<file path="src/rtl/dma_rs_pkg.sv">
package dma_rs_pkg;
    localparam int BUS_W = 32;
    localparam logic [11:0] OFS_ERR  = 12'h018;
    localparam logic [11:0] OFS_EN   = 12'h01C;
    localparam logic [11:0] OFS_SOFT = 12'h020;

    typedef struct packed {
        logic             ready;
        logic [BUS_W-1:0] rdata;
    } bus_state_t;
endpackage

</file>
<file path="src/rtl/dma_rs_flagreg.sv">
module dma_rs_flagreg #(
    parameter int W = 16
) (
    input  logic         clk,
    input  logic         rst_n,
    input  logic [W-1:0] set,
    input  logic [W-1:0] clr,
    output logic [W-1:0] q
);
    logic [W-1:0] flags_d, flags_q;

    // set has priority over clear so that a fresh request is never lost
    always_comb begin
        flags_d = (flags_q & ~clr) | set;
    end

    always_ff @(posedge clk) begin
        if (!rst_n) flags_q <= '0;
        else        flags_q <= flags_d;
    end

    assign q = flags_q;

    assert_clear_lands_R3: assert property (@(posedge clk) disable iff (!rst_n)
        (|(clr & ~set)) |=> ((q & $past(clr & ~set)) == '0));
    assert_set_wins_R4: assert property (@(posedge clk) disable iff (!rst_n)
        (|set) |=> ((q & $past(set)) == $past(set)));
    assert_idle_hold_R2: assert property (@(posedge clk) disable iff (!rst_n)
        (set == '0 && clr == '0) |=> $stable(q));
endmodule

</file>
<file path="src/rtl/dma_rs_busif.sv">
module dma_rs_busif
    import dma_rs_pkg::*;
#(
    parameter int ADDR_W  = 12,
    parameter int N_LINES = 16,
    parameter int N_CHAN  = 8
) (
    input  logic               clk,
    input  logic               rst_n,
    input  logic               bus_valid,
    input  logic               bus_write,
    input  logic [ADDR_W-1:0]  bus_addr,
    input  logic [BUS_W-1:0]   bus_wdata,
    output logic               bus_ready,
    output logic [BUS_W-1:0]   bus_rdata,
    input  logic [N_LINES-1:0] soft_q,
    input  logic [N_CHAN-1:0]  en_q,
    input  logic [N_CHAN-1:0]  err_in,
    output logic [N_LINES-1:0] soft_set
);
    bus_state_t st_d, st_q;
    logic       accept;
    logic       hit_soft, hit_en, hit_err;
    logic [BUS_W-1:0] rd_mux;

    always_comb begin
        accept   = bus_valid && !st_q.ready;
        hit_soft = (bus_addr == ADDR_W'(OFS_SOFT));
        hit_en   = (bus_addr == ADDR_W'(OFS_EN));
        hit_err  = (bus_addr == ADDR_W'(OFS_ERR));

        rd_mux = '0;
        if (hit_soft)     rd_mux[N_LINES-1:0] = soft_q;
        else if (hit_en)  rd_mux[N_CHAN-1:0]  = en_q;
        else if (hit_err) rd_mux[N_CHAN-1:0]  = err_in;

        soft_set = (accept && bus_write && hit_soft) ? bus_wdata[N_LINES-1:0] : '0;

        st_d.ready = accept;
        st_d.rdata = accept ? rd_mux : st_q.rdata;
    end

    always_ff @(posedge clk) begin
        if (!rst_n) st_q <= '0;
        else        st_q <= st_d;
    end

    assign bus_ready = st_q.ready;
    assign bus_rdata = st_q.rdata;

    assert_ready_single_R10: assert property (@(posedge clk) disable iff (!rst_n)
        bus_ready |=> !bus_ready);
    assert_ready_follows_R10: assert property (@(posedge clk) disable iff (!rst_n)
        (bus_valid && !bus_ready) |=> bus_ready);
    assert_rsvd_zero_R5: assert property (@(posedge clk) disable iff (!rst_n)
        (bus_valid && !bus_ready && bus_addr == ADDR_W'(OFS_SOFT))
        |=> (bus_rdata[BUS_W-1:N_LINES] == '0));
    assert_write_only_soft_R9: assert property (@(posedge clk) disable iff (!rst_n)
        (bus_addr != ADDR_W'(OFS_SOFT)) |-> (soft_set == '0));
endmodule

</file>
<file path="src/rtl/dma_req_status_regs.sv">
module dma_req_status_regs
    import dma_rs_pkg::*;
#(
    parameter int ADDR_W  = 12,
    parameter int N_LINES = 16,
    parameter int N_CHAN  = 8
) (
    input  logic               clk,
    input  logic               rst_n,
    input  logic               bus_valid,
    input  logic               bus_write,
    input  logic [ADDR_W-1:0]  bus_addr,
    input  logic [31:0]        bus_wdata,
    output logic               bus_ready,
    output logic [31:0]        bus_rdata,
    input  logic [N_LINES-1:0] periph_req,
    input  logic [N_LINES-1:0] line_done,
    output logic [N_LINES-1:0] ctrl_req,
    input  logic [N_CHAN-1:0]  chan_enable_set,
    input  logic [N_CHAN-1:0]  chan_done,
    input  logic [N_CHAN-1:0]  chan_err,
    output logic [N_CHAN-1:0]  chan_enabled
);
    logic [N_LINES-1:0] soft_q, soft_set;
    logic [N_CHAN-1:0]  en_q;

    dma_rs_busif #(.ADDR_W(ADDR_W), .N_LINES(N_LINES), .N_CHAN(N_CHAN)) u_busif (
        .clk(clk), .rst_n(rst_n),
        .bus_valid(bus_valid), .bus_write(bus_write), .bus_addr(bus_addr),
        .bus_wdata(bus_wdata), .bus_ready(bus_ready), .bus_rdata(bus_rdata),
        .soft_q(soft_q), .en_q(en_q), .err_in(chan_err), .soft_set(soft_set)
    );

    dma_rs_flagreg #(.W(N_LINES)) u_soft (
        .clk(clk), .rst_n(rst_n), .set(soft_set), .clr(line_done), .q(soft_q)
    );

    dma_rs_flagreg #(.W(N_CHAN)) u_chan (
        .clk(clk), .rst_n(rst_n), .set(chan_enable_set), .clr(chan_done), .q(en_q)
    );

    assign ctrl_req     = soft_q | periph_req;
    assign chan_enabled = en_q;

    assert_periph_pass_R6: assert property (@(posedge clk) disable iff (!rst_n)
        ((ctrl_req & periph_req) == periph_req));
    assert_chan_done_R7: assert property (@(posedge clk) disable iff (!rst_n)
        (|(chan_done & ~chan_enable_set)) |=> ((chan_enabled & $past(chan_done & ~chan_enable_set)) == '0));
endmodule

</file>
<file path="config.mk">
export PLATFORM = sky130hd
export DESIGN_NAME = dma_req_status_regs
export DESIGN_NICKNAME = d
export VERILOG_FILES = /design/src/rtl/dma_rs_pkg.sv /design/src/rtl/dma_rs_flagreg.sv /design/src/rtl/dma_rs_busif.sv /design/src/rtl/dma_req_status_regs.sv
export SDC_FILE = /design/constraint.sdc
export NUM_CORES = 1
export LEC_CHECK = 0
export ABC_AREA = 1
export BUFFER_PORTS_ARGS = -buffer_cell sky130_fd_sc_hd__buf_2
export CELL_PAD_IN_SITES_DETAIL_PLACEMENT = 1
export CELL_PAD_IN_SITES_GLOBAL_PLACEMENT = 2
export CORE_MARGIN = 2
export CORE_UTILIZATION = 19
export DETAILED_ROUTE_END_ITERATION = 8
export PLACE_DENSITY_LB_ADDON = 0.15
export SLEW_MARGIN = 20
export SYNTH_ARGS = -nofsm -noshare
export SYNTH_HDL_FRONTEND = slang
export SYNTH_HIERARCHICAL = 1
export SYNTH_SLANG_ARGS = --single-unit
</file>
<file path="constraint.sdc">
create_clock -name clk -period 2 [get_ports clk]
set_clock_uncertainty 0.1 [all_clocks]
set_input_delay 0.6 -clock clk [delete_from_list [all_inputs] [get_ports clk]]
set_output_delay 0.6 -clock clk [all_outputs]
set_load 0.05 [all_outputs]
</file>
==> flow_summary.ini <==
[cts]
clk_pin_slew_ns = 0.06
insertion_delay_ns = 0.28
ctsHoldBuffers = 0
clockRootBuffer = clkbuf_16
numCtsBuffers = 5
cts_setup_buffers = 0
clockBufferDepth = 2
clock_sinks = 41
cts_resized = 0
cts_tree = done
cts_max_level = 2

[setup_path]
crit_required_ns = 1.30
rr_worst_depth = 5
timing.reg2reg.setup_slack_ns = 0.57
worst_setup_path_end_kind = output pin
worstSetupPathType = reg2out
r2r_start = u_busif/bus_ready
cp_data_arrival_time_ns = 1.00
critPathMaxFanout = 3
r2r-end = u_soft/q[5]
critPathLaunchType = flop

[min_path]
min_path_type = reg2reg
min_path_cells = 2
hold_path_startpoint = u_busif/bus_rdata[6]
min_to = u_busif/bus_rdata[6]

[floorplan]
dieArea_um2 = 13300
core_region_area_um2 = 12100
die_x_um = 115
rows = 40
initial_core_util_pct = 19.5
fp.dieH_um = 115
pin_count = 161

[placement]
io_buffers = 128
placed_area_um2 = 3160
dp_hpwl_um = 5890
gp_congestion = 0.702

[power_and_ir_drop]
p_leak_nw = 1.83
power.density_nw_per_um2 = 672
vdd_ir_drop_max_uv = 264
finalPower_mw = 2.24

[outcome]
outcome = completed

[logic_synthesis]
synth_area_um2 = 2350
ys_types = 23
syn-instance-count = 365
synth_seq_cells = 41
ys_seq_area_share_pct = 34.9
avgSynthCellArea_um2 = 6.44
yosysWarnings = 6

[routing]
avgViaCountPerCell = 3.66
wl_per_cell_um = 10.7
drc = 0
vias = 2454
dr.pass1.iters = 3
drt-total-wl_um = 7200
first_iter_violations = 40
drt.antenna.violating_nets = 0

[cells_and_area]
layout_commonest_cell = buf_2
final_nets = 606
antenna_cells = 0
final_area_um2 = 3340
areaGrowthSynthToFinish_pct = 41.9
drive_gt1_share_pct = 34.6
final_cell_mix = 128 x buf_2, 108 x inv_1, 77 x nand2_1

[sta]
post-route-period-util_pct = 85.2
max_freq_mhz = 587
hold_ws_ns = 0.363
period_minus_slack_ns = 1.70
tns_ns = 0
rsz0062_at_grt = false
finalMaxSlewViolations = 0
hold_viol_final = 0
setup_violations = 0

[global_routing]
grt_usage_pct = 11.1
antenna_found_initial = 0
grt_overflow_total = 0
grt_start_max_net_pins = 17
grt_pass1_wl_um = 11600
grt_pass1_vias = 2483

[run]
drv_cap = 0
-- area by class of cell --
type                    count  area [um^2]
repair buffers            136          701
well taps                 168          210
flip-flops and latches     41          821
fillers                  1581         8720
clock inverters             1         30.0
multi-input cells         205         1010
inverters                 113          425
clock buffers               7          143
-- critical path, cell delays in order (launching register included) --
cell     delay, ns
dfxtp_1       0.36
inv_1         0.06
nand2_1       0.06
buf_2         0.25
-- cells in the mapped netlist --
master    count  area share, %
clkbuf_1      2           0.32
clkinv_2      1           0.21
nand3b_1      8            2.6
nor2_8        1           0.85
nand2_2       2           0.53
inv_1       108             17
nor2_1       14            2.2
nand2_1      77             12
nor2_4        1           0.48
a21oi_1      30            6.4
conb_1        1           0.16
clkinv_1      2           0.32
buf_6         2           0.96
dfxtp_1      41             35
buf_4        16            5.1
nand3_4       1           0.74
a21oi_2      10            3.7
nand2_4       1           0.48
nor2_2       12            3.2
o21ai_0       8            1.7
buf_2         1           0.21
inv_2         2           0.32
nand3_1      24            5.1
-- cell families after synthesis --
| group | Yosys count | synth area share [%] |
|---|---|---|
| AO/OA/AOI/OAI | 48 | 11.8 |
| buffers and inverters | 134 | 24.7 |
| flip-flops | 41 | 34.9 |
| other | 1 | 0.159 |
| AND/OR/NAND/NOR | 141 | 28.5 |
-- metrics by stage --
step / setup slack [ns] / utilization [%] / instances
floorplan: 0.165 / - / 380
global placement: 0.00461 / 26.2 / 663
detailed placement: -0.0288 / 26.2 / 663
CTS: 0.264 / 27.7 / 671
global route: 0.146 / 27.7 / 671
finish: 0.297 / 27.7 / 671
-- worst max-delay path by stage --
stage / start / to / slack (ns) / depth (start not counted)
floorplan: bus_addr[7] / u_soft/q[10] / 0.16 / 10
global placement: bus_addr[7] / u_soft/q[15] / 0.005 / 10
detailed placement: bus_addr[7] / u_soft/q[3] / -0.03 / 10
CTS: bus_addr[7] / u_soft/q[3] / 0.26 / 10
global route: bus_addr[7] / u_soft/q[13] / 0.15 / 10
finish: u_soft/q[13] / ctrl_req[13] / 0.30 / 3
-- metal layers --
metal / vias to the layer above / share of wire, % / GRT usage, %
met4: 0 / 0.88 / 2.89
met1: 1068 / 43 / 12.7
met5: - / 0 / 0
met3: 4 / 7.4 / 3.37
li1: 1301 / - / -
met2: 81 / 49 / 20.2
-- sequential cells by signal, indices dropped and copies added (netlist names) --
register / flops
u_soft/q: 16
u_chan/q: 8
u_busif/bus_ready: 1
u_busif/bus_rdata: 16
-- report_power, final --
group	internal (mW)	leakage [nW]	switching [mW]
sequential	0.839	0.334	0.0136
combinational	0.120	1.41	0.322
clock	0.624	0.0841	0.325
total	1.58	1.83	0.660
(Power assumes the default switching activity.)
